===== src/rtl/bkpt_pkg.sv =====
package bkpt_pkg;

  // Control word of one slot; packed order gives bit 0 = enable .. bits 6:4 = link index
  typedef struct packed {
    logic [2:0] link_idx;
    logic       link_en;
    logic       ctx_sel;
    logic       mismatch;
    logic       enable;
  } bp_ctrl_t;

  localparam int CTRL_W   = $bits(bp_ctrl_t);
  localparam int LINK_SPAN = 8;

  // Build a control word from bus data; the context bit survives only on capable slots
  function automatic bp_ctrl_t decode_ctrl(input logic [CTRL_W-1:0] raw, input logic ctx_ok);
    bp_ctrl_t c;
    c = bp_ctrl_t'(raw);
    c.ctx_sel = c.ctx_sel & ctx_ok;
    return c;
  endfunction

endpackage


===== src/rtl/bkpt_regs.sv =====
module bkpt_regs
  import bkpt_pkg::*;
#(
  parameter int NUM_PAIRS = 6,
  parameter int CTX_FIRST = 4,
  parameter int DATA_W    = 32,
  parameter int IDX_W     = 3
) (
  input  logic                              clk,
  input  logic                              rst,
  input  logic                              wr_en,
  input  logic                              wr_ctl,
  input  logic [IDX_W-1:0]                  wr_idx,
  input  logic [DATA_W-1:0]                 wr_data,
  output logic [NUM_PAIRS-1:0][DATA_W-1:0]  val_q,
  output bp_ctrl_t [NUM_PAIRS-1:0]          ctrl_q
);

  for (genvar i = 0; i < NUM_PAIRS; i++) begin : g_slot
    localparam logic CTX_OK = (i >= CTX_FIRST);
    logic hit_me;
    assign hit_me = wr_en && (wr_idx == IDX_W'(i));

    always_ff @(posedge clk) begin
      if (rst) begin
        val_q[i]  <= '0;
        ctrl_q[i] <= '0;
      end else if (hit_me) begin
        if (wr_ctl) ctrl_q[i] <= decode_ctrl(wr_data[CTRL_W-1:0], CTX_OK);
        else        val_q[i]  <= wr_data;
      end
    end

    if (i < CTX_FIRST) begin : g_addr_only
      AST_LOW_SLOT_NO_CTX: assert property (@(posedge clk) disable iff (rst)
        !ctrl_q[i].ctx_sel);
    end

    AST_RESET_CLEARS_EN: assert property (@(posedge clk)
      rst |=> !ctrl_q[i].enable);
  end

endmodule


===== src/rtl/bkpt_pair_cmp.sv =====
module bkpt_pair_cmp #(
  parameter int DATA_W = 32,
  parameter int ADDR_W = 30
) (
  input  logic [DATA_W-1:0] val,
  input  logic              mismatch,
  input  logic [ADDR_W-1:0] fetch_addr,
  input  logic [DATA_W-1:0] ctx_id,
  output logic              addr_cond,
  output logic              ctx_eq
);

  localparam int LSB = DATA_W - ADDR_W;

  logic addr_eq;
  assign addr_eq   = (val[DATA_W-1:LSB] == fetch_addr);
  assign addr_cond = mismatch ? !addr_eq : addr_eq;
  assign ctx_eq    = (val == ctx_id);

endmodule


===== src/rtl/bkpt_hit_qual.sv =====
module bkpt_hit_qual
  import bkpt_pkg::*;
#(
  parameter int NUM_PAIRS = 6,
  parameter int CTX_FIRST = 4
) (
  input  logic                      clk,
  input  logic                      rst,
  input  bp_ctrl_t [NUM_PAIRS-1:0]  ctrl,
  input  logic [NUM_PAIRS-1:0]      addr_cond,
  input  logic [NUM_PAIRS-1:0]      ctx_eq,
  input  logic                      fetch_valid,
  input  logic                      priv_mode,
  input  logic                      monitor_mode,
  output logic [NUM_PAIRS-1:0]      bp_hits,
  output logic                      bp_event
);

  logic                  quiet;
  logic [NUM_PAIRS-1:0]  link_ok;
  logic [LINK_SPAN-1:0]  link_ext;
  logic [NUM_PAIRS-1:0]  hit_nxt;

  assign quiet = priv_mode && monitor_mode;

  for (genvar j = 0; j < NUM_PAIRS; j++) begin : g_link
    if (j >= CTX_FIRST) begin : g_cap
      assign link_ok[j] = ctrl[j].ctx_sel && ctx_eq[j];
    end else begin : g_nocap
      assign link_ok[j] = 1'b0;
    end
  end
  assign link_ext = LINK_SPAN'(link_ok);

  for (genvar i = 0; i < NUM_PAIRS; i++) begin : g_hit
    logic ctx_hit, addr_hit;
    assign ctx_hit  = ctx_eq[i] && !quiet;
    assign addr_hit = addr_cond[i]
                    && (!ctrl[i].link_en || link_ext[ctrl[i].link_idx])
                    && !(ctrl[i].mismatch && quiet);
    assign hit_nxt[i] = fetch_valid && ctrl[i].enable &&
                        (ctrl[i].ctx_sel ? ctx_hit : addr_hit);

    AST_DISABLED_SILENT: assert property (@(posedge clk) disable iff (rst)
      !ctrl[i].enable |=> !bp_hits[i]);

    AST_MONITOR_DROPS: assert property (@(posedge clk) disable iff (rst)
      (quiet && (ctrl[i].ctx_sel || ctrl[i].mismatch)) |=> !bp_hits[i]);
  end

  always_ff @(posedge clk) begin
    if (rst) begin
      bp_hits  <= '0;
      bp_event <= 1'b0;
    end else begin
      bp_hits  <= hit_nxt;
      bp_event <= |hit_nxt;
    end
  end

  AST_NO_FETCH_NO_HIT: assert property (@(posedge clk) disable iff (rst)
    !fetch_valid |=> (bp_hits == '0));

  AST_EVENT_TRACKS_HITS: assert property (@(posedge clk) disable iff (rst)
    bp_event == (bp_hits != '0));

endmodule


===== src/rtl/bkpt_unit.sv =====
module bkpt_unit
  import bkpt_pkg::*;
#(
  parameter int NUM_PAIRS = 6,
  parameter int CTX_FIRST = 4,
  parameter int DATA_W    = 32,
  parameter int ADDR_W    = 30,
  parameter int IDX_W     = 3
) (
  input  logic                  clk,
  input  logic                  rst,
  input  logic                  wr_en,
  input  logic                  wr_ctl,
  input  logic [IDX_W-1:0]      wr_idx,
  input  logic [DATA_W-1:0]     wr_data,
  input  logic                  fetch_valid,
  input  logic [ADDR_W-1:0]     fetch_addr,
  input  logic [DATA_W-1:0]     ctx_id,
  input  logic                  priv_mode,
  input  logic                  monitor_mode,
  output logic [NUM_PAIRS-1:0]  bp_hits,
  output logic                  bp_event
);

  logic [NUM_PAIRS-1:0][DATA_W-1:0] val_q;
  bp_ctrl_t [NUM_PAIRS-1:0]         ctrl_q;
  logic [NUM_PAIRS-1:0]             addr_cond;
  logic [NUM_PAIRS-1:0]             ctx_eq;

  bkpt_regs #(
    .NUM_PAIRS(NUM_PAIRS), .CTX_FIRST(CTX_FIRST), .DATA_W(DATA_W), .IDX_W(IDX_W)
  ) u_regs (
    .clk(clk), .rst(rst), .wr_en(wr_en), .wr_ctl(wr_ctl), .wr_idx(wr_idx),
    .wr_data(wr_data), .val_q(val_q), .ctrl_q(ctrl_q)
  );

  for (genvar i = 0; i < NUM_PAIRS; i++) begin : g_cmp
    bkpt_pair_cmp #(.DATA_W(DATA_W), .ADDR_W(ADDR_W)) u_cmp (
      .val(val_q[i]), .mismatch(ctrl_q[i].mismatch), .fetch_addr(fetch_addr),
      .ctx_id(ctx_id), .addr_cond(addr_cond[i]), .ctx_eq(ctx_eq[i])
    );
  end

  bkpt_hit_qual #(.NUM_PAIRS(NUM_PAIRS), .CTX_FIRST(CTX_FIRST)) u_qual (
    .clk(clk), .rst(rst), .ctrl(ctrl_q), .addr_cond(addr_cond), .ctx_eq(ctx_eq),
    .fetch_valid(fetch_valid), .priv_mode(priv_mode), .monitor_mode(monitor_mode),
    .bp_hits(bp_hits), .bp_event(bp_event)
  );

endmodule


===== config.mk =====
export PLATFORM = sky130hd
export DESIGN_NAME = bkpt_unit
export DESIGN_NICKNAME = d
export VERILOG_FILES = /design/src/rtl/bkpt_pkg.sv /design/src/rtl/bkpt_regs.sv /design/src/rtl/bkpt_pair_cmp.sv /design/src/rtl/bkpt_hit_qual.sv /design/src/rtl/bkpt_unit.sv
export SDC_FILE = /design/constraint.sdc
export NUM_CORES = 1
export LEC_CHECK = 0
export BUFFER_PORTS_ARGS = -buffer_cell sky130_fd_sc_hd__buf_2
export CAP_MARGIN = 5
export CORE_MARGIN = 5
export CORE_UTILIZATION = 55
export CTS_CLUSTER_DIAMETER = 100
export DETAILED_ROUTE_END_ITERATION = 10
export PLACE_DENSITY = 0.76
export RECOVER_POWER = 100
export SLEW_MARGIN = 30
export SYNTH_ARGS = -nofsm -noshare
export SYNTH_HDL_FRONTEND = slang
export SYNTH_SLANG_ARGS = --single-unit

===== constraint.sdc =====
create_clock -name clk -period 6.1 [get_ports clk]
set_input_delay 0 -clock clk [delete_from_list [all_inputs] [get_ports clk]]
set_output_delay 0 -clock clk [all_outputs]
set_load 0.01 [all_outputs]

---- Word level (Yosys, flattened, before mapping) ----
Cells that the tools add are included.
word-level totals
  logic and storage cells ................. 154
  flip-flop bits (word level) ............. 237
  output and inout port bits .............. 7
  input port bits ......................... 104
operators by class
  $lt $le $gt $ge ......................... 6
  bitwise gates (word level) .............. 1
  reductions and logical operators ........ 80
  mux-type cells .......................... 20
  equality and inequality tests ........... 13
operators by type and width
  kind                                                 count
  equality test 30 bit                                 6
  equality test 32 bit                                 2
  logical AND 1 bit                                    41
  < comparator 3 x 4 -> 1 bit, second input constant   6
  AND reduction 2 bit                                  12
  logical NOT 1 bit                                    19
  binary-select mux 1 bit (select 3 bit)               6
  2-to-1 mux 1 bit                                     14
  equality test 3 x 2 -> 1 bit, second input constant  2
  equality test 3 bit, second input constant           2
  logical OR 1 bit                                     6
  OR reduction 6 bit                                   1
  equality test 3 x 1 -> 1 bit, second input constant  1
  logical NOT 3 bit                                    1
  inverter 1 bit                                       1

---- Logic depth before layout (Yosys ltp) ----
Gate-level depths: netlist of run 1.
  word-level depth ........................ 10
  gate-level depth with buffers ........... 8
  mapped depth without buffers ............ 7

---- Cells and area by module ----
Synthesis of run 1 repeated with hierarchy kept, for this count alone.
second synthesis, totals
  cells, all modules ...................... 1384
  area total of the unflattened synthesis .. 13719.4 sq um
modules (own cells, without submodules)
  module         cells an instance  sequential area each (sq um)  times used  area each (sq um)
  bkpt_regs      805                4604.4                        1           8996.1
  bkpt_pair_cmp  84                 0.0                           6           691.9
  bkpt_hit_qual  75                 140.1                         1           571.8

---- Worst setup path after synthesis of run 1 ----
No wires, ideal clock.
  path kind ............................... register to register
  start ................................... reg u_regs.val_q[158] (netlist bit)
  end ..................................... reg u_qual.bp_event
  data required time ...................... 6.019 ns
  arrival ................................. 2.001 ns
  cell stages (with the launch flop) ...... 8
  clock period less this slack ............ 2.082 ns
  setup time .............................. 0.081 ns
  path buffers ............................ 0
  slack ................................... 4.018 ns
  cells stage by stage .................... dfxtp_1 -> xnor2_2 -> nand4_1 -> or3_4 -> or4b_1 -> o221ai_1 -> a222oi_1 -> a41oi_1
on the way
  word-level cells in the longest chain between the ends .. 10
  elaborated cells between the ends (all ways) .. 45
  classes of those cells .................. 2 x eq/ne; 15 x mux; 28 x reduce/logical
ends and longest elaborated chain
  item                                    line                 RTL
  from (decl)                             bkpt_regs.sv:15      output logic [NUM_PAIRS-1:0][DATA_W-1:0] val_q,
  from (signal, indexed assignment)       bkpt_regs.sv:30      else val_q[i] <= wr_data;
  equality test 32 bit                    bkpt_pair_cmp.sv:18  assign ctx_eq = (val == ctx_id);
  logical AND 1 bit                       bkpt_hit_qual.sv:28  assign link_ok[j] = ctrl[j].ctx_sel && ctx_eq[j];
  binary-select mux 1 bit (select 3 bit)  bkpt_hit_qual.sv:39  && (!ctrl[i].link_en || link_ext[ctrl[i].link_idx])
  2-to-1 mux 1 bit (not written as such)  bkpt_hit_qual.sv:39
  logical OR 1 bit                        bkpt_hit_qual.sv:39
  logical AND 1 bit                       bkpt_hit_qual.sv:39
  logical AND 1 bit                       bkpt_hit_qual.sv:40  && !(ctrl[i].mismatch && quiet);
  2-to-1 mux 1 bit                        bkpt_hit_qual.sv:42  (ctrl[i].ctx_sel ? ctx_hit : addr_hit);
  logical AND 1 bit                       bkpt_hit_qual.sv:41  assign hit_nxt[i] = fetch_valid && ctrl[i].enable &&
  OR reduction 6 bit *                    bkpt_hit_qual.sv:57  bp_event <= |hit_nxt;
  to (signal assigned)                    bkpt_hit_qual.sv:57
  to (decl)                               bkpt_hit_qual.sv:16  output logic bp_event
Every way passes the cells marked *; elsewhere a longest branch is shown, timed or not. The select of a mux whose other input is x is not followed.
A chain may end at the register's enable or synchronous reset.

---- Worst setup path in the final report of run 1 ----
  start ................................... in rst
  end ..................................... reg u_regs.val_q[10] (netlist bit)
RTL lines
  item         line             RTL
  from (decl)  bkpt_unit.sv:11  input logic rst,
No word-level cell between the ends.

==> flow_metrics.tcl, run 1 <==
set metrics [dict create \
    outcome "complete, but fails checks" \
    failed_checks "max-capacitance violations, max-slew violations" \
    grt_antenna_before_repair 0 \
    min-delay-path-class "primary input to register" \
    unrepaired_setup_endpoints_after_global_routing "false" \
    synth_top_flop_cell "sky130_fd_sc_hd__dfxtp_1" \
    fin_nets 1608 \
    synth.yosys.seq_area_share 0.4061 \
    cts_resized 0 \
    worst-path-max-fanout 141 \
    setup.worst_path.class "primary input to register" \
    layout_cells_sized_above_1 0.1020 \
    totalPowerFinal_mw 3.347 \
    worstPathArrival_ns 3.87 \
    synth_enable_flop_cells 0 \
    setup.worst_path.start_class "primary input" \
    clock.fmax_mhz 272.1 \
    regToRegStartpoint "u_regs.val_q[184]$_SDFFE_PP0P_" \
    synth.yosys.warnings 0 \
    via_count 10550 \
    drtAntennaViolNets 0 \
    syn-mean-instance-area_um2 7.916 \
    critPathCaptureType "register" \
    worst_skew_pair.late_latency_ns 0.53 \
    ctsLongestPathBuffers 3 \
    ys_async_rst_share 0 \
    placementRows 52 \
    cp.required_ns 6.29 \
    wl_um 38340 \
    global_route.usage.met2 0.4924 \
    ir_drop_worst_vdd_uv 180.4 \
    detailed_place_hpwl_um 26990 \
    finalHoldViolCount 0 \
    avg_vias_per_cell 5.894 \
    groute.usage.overall 0.3108 \
    grtUsageMet1 0.3965 \
    drt_pre_antenna_iters 5 \
    register_area_mm2 0.004584 \
    die_h_um 153.3 \
    placed_cells 1714 \
    ios 111 \
    layout_common_cells "sky130_fd_sc_hd__nand2_1 (396), sky130_fd_sc_hd__dfxtp_1 (229), sky130_fd_sc_hd__a21oi_1 (187), sky130_fd_sc_hd__xnor2_1 (186), sky130_fd_sc_hd__buf_2 (99)" \
    hp-start "wr_idx[0]" \
    areaGrowthSynthToFinish_pct 14.91 \
    area_used_by_multi_input_combinational_logic_mm2 0.006301 \
    finish.utilization 0.6410 \
    layout_commonest_cell "sky130_fd_sc_hd__nand2_1" \
    die_width_um 153.3 \
    starting_utilization_of_the_core_area 0.5579 \
    floorplan.core_area_mm2 0.02023 \
    use_met3 0.06616 \
    holdWs_ns 0.1211 \
    synthesis.area_mm2 0.01129 \
    setup_viol 0 \
    final_period_utilization 0.6026 \
    post-route-min-period_ns 3.676 \
    grt_pass1_wl_um 57190 \
    busiest_layer "met2" \
    cp-startpoint "rst" \
    overflow 0 \
    dieArea_mm2 0.02349 \
    grt_pass1_vias 9919 \
    finish.cell_count_without_fillers 1790 \
    drc 0 \
    gp_routability_congestion 0.9984 \
    yosys_register_bits 229 \
    grt_max_degree 142 \
    tritoncts "yes" \
    finalMaxSlewViolations 183 \
    finClkSkew_ns 0.02332 \
    synth_cells 1426 \
    setup_tns_ns 0 \
    clkSlewWorstSetupHoldPaths_ns 0.06 \
    timing.slew.headroom -1.784 \
    post_synth_cell_types 34 \
    cellPowerDensity_mw_per_mm2 258.1 \
    buffer_ports.inserted 110 \
    numCtsBuffers 25 \
    drt-wirelength-per-cell_um 21.42 \
    n_antenna_cell 0 \
    measured_slew_at_the_worst_slew_check_pin_ns 4.176 \
    fillerInstances 1748 \
    power.leakage_nw 4.349 \
    num_clock_sinks 229 \
    mappedNetlistNets 1530 \
    root_buffer "sky130_fd_sc_hd__clkbuf_16" \
    cap_violations 4 \
    cts_max_level 1 \
    drt_iter0_drc 1046 \
]
## stage by stage
step | setup slack (ns) | area, um2
floorplan | 4.018 | 11290
global placement | 3.592 | 11890
detailed placement | 3.573 | 11890
CTS | 3.542 | 13020
global route | 2.167 | 12970
finish | 2.424 | 12970
## layout make-up
| class | count | area share |
|---|---|---|
| flip-flops and latches | 229 | 0.3534 |
| clock buffers | 38 | 0.05662 |
| clock inverters | 5 | 0.004437 |
| multi-input cells | 1090 | 0.4858 |
| well taps | 270 | 0.02604 |
| inverters | 5 | 0.001447 |
| repair buffers | 153 | 0.07225 |
## worst max-delay path: stages
cell and delay, ns:
sky130_fd_sc_hd__clkbuf_8 0.66, sky130_fd_sc_hd__clkbuf_1 2.98, sky130_fd_sc_hd__a21oi_1 0.12
## cells by family after synthesis
group / Yosys count / synth area share
buffers and inverters: 107 / 0.03558
and+or+nand+nor: 610 / 0.2394
xor gates and xnor gates: 233 / 0.1854
AOI/OAI and AO/OA: 209 / 0.09976
muxes: 38 / 0.03369
DFF: 229 / 0.4061
## flip-flops by register name, indices dropped and copies added, names as in the netlist
name / count
u_regs.val_q: 184
u_qual.bp_event: 1
u_regs.ctrl_q: 38
u_qual.bp_hits: 6
## layer usage
layer  up-vias  wire length (um)
met3       144              4383
met5         -                 0
li1       4873                 -
met1      4925             14420
met4         0              2358
met2       608             17180
## cell usage after synthesis (all sizes together) (3+ instances only)
library cell	n	area (um2)
nand2	396	1486
dfxtp	229	4584
xnor2	192	1734
a21oi	187	935.9
clkbuf	102	382.9
nor2	62	232.7
nand4	59	369.1
xor2	41	359.1
mux2i	38	380.4
nand2b	23	143.9
nor4	20	125.1
nand3	15	75.07
nand4b	9	78.83
nor3	7	35.03
o2111ai	7	61.31
inv	5	18.77
a31o	4	35.03
nor3b	4	35.03
o221ai	4	35.03
or4b	4	40.04
o211ai	3	22.52
## worst paths after layout
| kind | cells after the start | to | slack, ns |
|---|---|---|---|
| setup / recovery | 3 | u_regs.val_q[10]$_SDFFE_PP0P_ | 2.42 |
| hold / removal | 4 | u_regs.ctrl_q[17]$_SDFFE_PP0P_ | 0.12 |
| setup reg to reg | 7 | u_qual.bp_event$_SDFF_PP0_ | 3.45 |
| hold reg to reg | 2 | u_regs.val_q[4]$_SDFFE_PP0P_ | 0.47 |
## power by group
group / leakage, nW / total [mW] / internal [mW] / switching [mW]
combinational: 2.11 / 0.346 / 0.125 / 0.221
sequential: 1.85 / 1.53 / 1.51 / 0.0161
clock: 0.390 / 1.47 / 0.867 / 0.603
## timing repair
action	in CTS	in global routing
endpoints found under the hold margin	229	0
setup endpoints to repair	0	0
buffers inserted	0	0
hold buffers	33	0
No activity file was read; power rests on OpenSTA's default activity.
==> run 2: changes to the inputs <==
clock period = 3.7 ns   (was 6.1 ns; I/O delays follow)
==> run 2 against run 1 <==
The run still ends with max-capacitance violations, max-slew violations left; final cell count rose by 0.22%; via count barely moved; clock power rose by 78%; clock skew fell by 0.0094 ns; first-iteration DRC count rose by 9.4%; wire length rose by 2.5%; clock-buffer cell count did not move; non-clock buffer count rose by 2; critical path depth rose by 4; die area did not move; sequential share of layout area fell by 0.28 points; critical path type is now register to register.
==> flow_metrics.tcl, run 2 (same netlist as run 1, synthesis figures left out) <==
set metrics [dict create \
    root_buffer "sky130_fd_sc_hd__clkbuf_16" \
    avg_vias_per_cell 5.886 \
    outcome "complete, but fails checks" \
    drtAntennaViolNets 0 \
    setup_tns_ns 0 \
    worst-path-max-fanout 5 \
    numCtsBuffers 26 \
    overflow 0 \
    ir_drop_worst_vdd_uv 333.9 \
    tritoncts "yes" \
    final_period_utilization 0.7145 \
    setup_viol 0 \
    minimum_setup_slack_among_reg_to_reg_paths_ns 1.06 \
    cp-startpoint "u_regs.val_q[186]$_SDFFE_PP0P_" \
    reg2reg_to "u_qual.bp_event$_SDFF_PP0_" \
    reg.largest.list "u_regs.val_q (184), u_regs.ctrl_q (38), u_qual.bp_hits (6)" \
    hold_buffers 33 \
    ctsLongestPathBuffers 3 \
    areaGrowthSynthToFinish_pct 15.82 \
    grt_pass1_vias 10020 \
    clkSlewWorstSetupHoldPaths_ns 0.06 \
    drc 0 \
    detailed_place_hpwl_um 27840 \
    worst_setup_path_endpoint "u_qual.bp_event$_SDFF_PP0_" \
    failed_checks "max-capacitance violations, max-slew violations" \
    final.setup.worst_slack_ns 1.056 \
    regToRegStartpoint "u_regs.val_q[186]$_SDFFE_PP0P_" \
    largest_register_ffs 184 \
    drt_iter0_drc 1144 \
    critPathCaptureType "register" \
    finalHoldViolCount 0 \
    drt_pre_antenna_iters 5 \
    cts_resized 0 \
    num_clock_sinks 229 \
    groute.usage.overall 0.3213 \
    worstPathArrival_ns 3.07 \
    grt_pass1_wl_um 59250 \
    unrepaired_setup_endpoints_after_global_routing "false" \
    wl_um 39300 \
    dieArea_mm2 0.02349 \
    top_register "u_regs.val_q" \
    grt_antenna_before_repair 0 \
    placementRows 52 \
    drt-wirelength-per-cell_um 21.91 \
    die_h_um 153.3 \
    gp_routability_congestion 0.9428 \
    finalMaxSlewViolations 124 \
    reg2reg_depth 7 \
    ios 111 \
    min-delay-path-class "primary input to register" \
    cellPowerDensity_mw_per_mm2 436.5 \
    setup.worst_path.start_class "register" \
    finClkSkew_ns 0.01396 \
    buffer_ports.inserted 110 \
    measured_slew_at_the_worst_slew_check_pin_ns 1.647 \
    clock.fmax_mhz 378.3 \
    hp-start "rst" \
    fin_nets 1611 \
    floorplan.core_area_mm2 0.02023 \
    die_width_um 153.3 \
    cts_max_level 1 \
    worst_skew_pair.late_latency_ns 0.52 \
    pre_cts_ws_ns 1.301 \
    cap_violations 4 \
    starting_utilization_of_the_core_area 0.5579 \
    timing.slew.headroom -0.09776 \
    layout_cells_sized_above_1 0.1056 \
    n_antenna_cell 0 \
    post_cts.repair.setup_buffers 0 \
    cp.required_ns 4.12 \
    grt_max_degree 113 \
    post-route-min-period_ns 2.644 \
    layout_common_cells "sky130_fd_sc_hd__nand2_1 (396), sky130_fd_sc_hd__dfxtp_1 (229), sky130_fd_sc_hd__a21oi_1 (187), sky130_fd_sc_hd__xnor2_1 (186), sky130_fd_sc_hd__buf_2 (99)" \
    setup.worst_path.class "register to register" \
    power.leakage_nw 4.403 \
    via_count 10560 \
    layout_commonest_cell "sky130_fd_sc_hd__nand2_1" \
]
-- run 2: changes by cell type in the layout (fill, tap and decap cells not counted), sizes merged --
cell and change:
clkbuf -1, clkinv +1, buf +3, bufinv +1
-- run 2: how the worst min path moves through the flow --
stage                     slack (ns)  cells after the start                        endpoint
after detailed placement        0.33                      3   u_regs.val_q[59]$_SDFFE_PP0P_
after global routing            0.03                      2  u_regs.ctrl_q[34]$_SDFFE_PP0P_
after CTS                       0.02                      2  u_regs.ctrl_q[26]$_SDFFE_PP0P_
final                           0.01                      2    u_qual.bp_hits[2]$_SDFF_PP0_
after floorplan                 0.14                      2  u_regs.val_q[103]$_SDFFE_PP0P_
after global placement          0.33                      3   u_regs.val_q[12]$_SDFFE_PP0P_
-- run 2: worst max-delay path, stage by stage, from the launching register on --
cell	delay (ns)
sky130_fd_sc_hd__dfxtp_1	0.34
sky130_fd_sc_hd__xnor2_1	0.21
sky130_fd_sc_hd__nand4_1	0.21
sky130_fd_sc_hd__nor3_1	0.85
sky130_fd_sc_hd__nand4b_1	0.21
sky130_fd_sc_hd__o221ai_1	0.31
sky130_fd_sc_hd__a222oi_1	0.16
sky130_fd_sc_hd__a41oi_1	0.26
-- run 2: metrics by stage --
| step | power, mW | area (um2) | cells | util | hold WS, ns |
|---|---|---|---|---|---|
| 2_1_floorplan | 2.883 | 11290 | 1426 | - | 0.1360 |
| 3_3_place_gp | 3.108 | 11910 | 1716 | 0.5888 | 0.3305 |
| 3_5_place_dp | 3.111 | 11920 | 1716 | 0.5890 | 0.3337 |
| 4_1_cts | 5.713 | 13120 | 1794 | 0.6483 | 0.02442 |
| 5_1_grt | 5.866 | 13070 | 1794 | 0.6461 | 0.03078 |
| 6_report | 5.707 | 13070 | 1794 | 0.6461 | 0.01235 |
-- run 2: area by class of cell --
class / count / area, um2
clock buffer: 38 / 777.0
inverter: 5 / 18.77
multi-input combinational: 1090 / 6301
tap: 270 / 337.8
sequential: 229 / 4584
clock inverter: 7 / 92.59
timing repair buffer: 155 / 962.2
fill: 1774 / 7161
-- run 2: layer usage --
layer,part of all wire,global-route usage
met5,0,0
met4,0.053,0.1434
met3,0.11,0.05966
met1,0.39,0.4207
met2,0.46,0.5180
-- run 2: where the power goes --
part           leakage, nW  switching, mW  internal [mW]  total (mW)
Sequential            1.85         0.0274           2.50        2.52
Clock                0.430           1.02           1.59        2.61
Combinational         2.12          0.367          0.209       0.575
Total                 4.40           1.41           4.29        5.71
==> run 3: changes to the inputs <==
CORE_UTILIZATION = 54   (was 55)
PLACE_DENSITY = 0.78   (was 0.76)
clock period = 2.25 ns   (was 3.7 ns; I/O delays follow)
==> run 3 against run 2 <==
The flow finishes with violations (negative setup slack); global-route usage decreased by 0.62 points; total power increased by 63%; combinational power grew 70%.
==> flow_metrics.tcl, run 3 (same netlist as run 1, synthesis figures left out) <==
set metrics [dict create \
    worst_skew_pair.late_latency_ns 0.52 \
    cp_slowest_cell "sky130_fd_sc_hd__or4b_4" \
    dieArea_mm2 0.02390 \
    pwr-share-comb 0.105 \
    overflow 0 \
    avg_vias_per_cell 5.839 \
    cp_slowest_stage_delay_ns 0.51 \
    minimum_setup_slack_among_reg_to_reg_paths_ns -0.05 \
    pre_cts_ws_ns -0.04395 \
    fin_nets 1643 \
    finClkSkew_ns 0.01425 \
    timing.slew.headroom 0.5207 \
    regToRegStartpoint "u_regs.val_q[159]$_SDFFE_PP0P_" \
    hp-start "wr_idx[0]" \
    reg2reg_depth 7 \
    worst-path-max-fanout 5 \
    wl_um 39330 \
    layout_common_cells "sky130_fd_sc_hd__nand2_1 (396), sky130_fd_sc_hd__dfxtp_1 (225), sky130_fd_sc_hd__a21oi_1 (187), sky130_fd_sc_hd__xnor2_1 (183), sky130_fd_sc_hd__buf_2 (109)" \
    root_buffer "sky130_fd_sc_hd__clkbuf_16" \
    clkSlewWorstSetupHoldPaths_ns 0.06 \
    finalMaxSlewViolations 0 \
    min-delay-path-class "primary input to register" \
    setup_viol 1 \
    finalHoldViolCount 0 \
    placementRows 52 \
    cap_violations 0 \
    power.share.clock 0.449 \
    worst_path_dominant_cell_family "simple AND/OR/NAND/NOR gates" \
    gp_routability_congestion 0.9790 \
    dpl-instance-area_mm2 0.01218 \
    crit_path_cell_trace "xor2_1 > nand4b_1 > or3_4 > or4b_4 > o221ai_4 > o2111ai_2 > a41oi_1" \
    cp_num_buf_inv 0 \
    critPathCaptureType "register" \
    post-route-min-period_ns 2.303 \
    reg2reg_to "u_qual.bp_event$_SDFF_PP0_" \
    grt_max_degree 88 \
    cellPowerDensity_mw_per_mm2 688.9 \
    setup.worst_path.start_class "register" \
    power.leakage_nw 4.653 \
    num_clock_sinks 229 \
    min_path_cells 4 \
    starting_utilization_of_the_core_area 0.5525 \
    p_sw_mw 2.287 \
    final.setup.worst_slack_ns -0.05303 \
    groute.usage.overall 0.3151 \
    drt-wirelength-per-cell_um 21.53 \
    setup.worst_path.class "register to register" \
    tritoncts "yes" \
    hold_end "u_regs.ctrl_q[14]$_SDFFE_PP0P_" \
    reg.largest.list "u_regs.val_q (184), u_regs.ctrl_q (38), u_qual.bp_hits (6)" \
    ir_drop_worst_vdd_uv 615.5 \
    top_register "u_regs.val_q" \
    grt_antenna_before_repair 1 \
    ios 111 \
    netSwitchingFraction 0.2459 \
    worstPathArrival_ns 2.74 \
    detailed_place_hpwl_um 28130 \
    setup_tns_ns -0.05303 \
    die_width_um 154.6 \
    buffer_ports.inserted 110 \
    failed_checks "negative setup slack" \
    measured_slew_at_the_worst_slew_check_pin_ns 0.7174 \
    clock.fmax_mhz 434.2 \
    numCtsBuffers 24 \
    cts_max_level 1 \
    drtAntennaViolNets 0 \
    grt_pass1_vias 10040 \
    cp.required_ns 2.69 \
    die_h_um 154.6 \
    holdWs_ns 0.05648 \
    power.share.sequential 0.446 \
    layout_cells_sized_above_1 0.1485 \
    ctsLongestPathBuffers 3 \
    postLayoutCellArea_mm2 0.01350 \
    layout_commonest_cell "sky130_fd_sc_hd__nand2_1" \
    via_count 10670 \
    final_period_utilization 1.024 \
    cellInternalPower_mw 7.013 \
    drc 0 \
    unrepaired_setup_endpoints_after_global_routing "true" \
    grt_pass1_wl_um 58430 \
    floorplan.core_area_mm2 0.02043 \
    outcome "complete, but fails checks" \
    areaGrowthSynthToFinish_pct 19.60 \
    drt_pre_antenna_iters 5 \
    drt_iter0_drc 974 \
    largest_register_ffs 184 \
]
## run 3: tightest hold or removal path: stages
cell and delay [ns]:
sky130_fd_sc_hd__buf_2 0.19, sky130_fd_sc_hd__nor3b_2 0.14, sky130_fd_sc_hd__mux2i_1 0.14, sky130_fd_sc_hd__nor2_1 0.08
## run 3: worst max-delay path by stage
| stage | from | to | slack [ns] | cells after the start |
|---|---|---|---|---|
| after floorplan | u_regs.val_q[158]$_SDFFE_PP0P_ | u_qual.bp_event$_SDFF_PP0_ | 0.17 | 7 |
| after global placement | u_regs.val_q[145]$_SDFFE_PP0P_ | u_qual.bp_event$_SDFF_PP0_ | -0.03 | 8 |
| after detailed placement | u_regs.val_q[166]$_SDFFE_PP0P_ | u_qual.bp_event$_SDFF_PP0_ | -0.04 | 7 |
| after CTS | u_regs.val_q[158]$_SDFFE_PP0P_ | u_qual.bp_event$_SDFF_PP0_ | 0.007 | 7 |
| after global routing | u_regs.val_q[159]$_SDFFE_PP0P_ | u_qual.bp_event$_SDFF_PP0_ | -0.08 | 7 |
| final | u_regs.val_q[159]$_SDFFE_PP0P_ | u_qual.bp_event$_SDFF_PP0_ | -0.05 | 7 |
## run 3: final cells by class
class                      count  area [um2]
inverter                       5       18.77
clock buffer                  35       711.9
tap                          270       337.8
multi-input combinational   1090        6439
fill                        1693        6929
sequential                   229        4589
clock inverter                 8       128.9
timing repair buffer         189        1272
antenna                        1       2.502
## run 3: routing by layer
layer | track usage | part of all wire | vias up | routed length [um]
li1 | - | - | 4955 | -
met1 | 0.4221 | 0.38 | 4982 | 15060
met2 | 0.4825 | 0.44 | 590 | 17430
met3 | 0.05365 | 0.11 | 141 | 4262
met4 | 0.1770 | 0.066 | 0 | 2580
met5 | 0 | 0 | - | 0
## run 3: power by group through the flow
stage,Combinational (mW),Clock (mW),Sequential (mW)
finish,0.980,4.17,4.15
global route,1.03,4.38,4.15
floorplan,0.515,0,4.23
CTS,0.950,4.20,4.15
global placement,0.895,0,4.23
detailed placement,0.899,0,4.24
## run 3: per-stage QoR
stage          std cells  power, mW  utilization
2_1_floorplan       1426      4.741            -
3_3_place_gp        1748      5.129       0.5962
3_5_place_dp        1748      5.135       0.5962
4_1_cts             1825      9.294       0.6556
5_1_grt             1827      9.558       0.6608
6_report            1827      9.300       0.6608
## run 3: repair_timing
item / 4_1_cts / 5_1_grt
pin swaps: 0 / 12
endpoints found under the setup margin: 1 / 3
hold endpoints to repair: 229 / 0
resized for setup: 7 / 17
buffers inserted: 0 / 1
hold buffers: 34 / 0
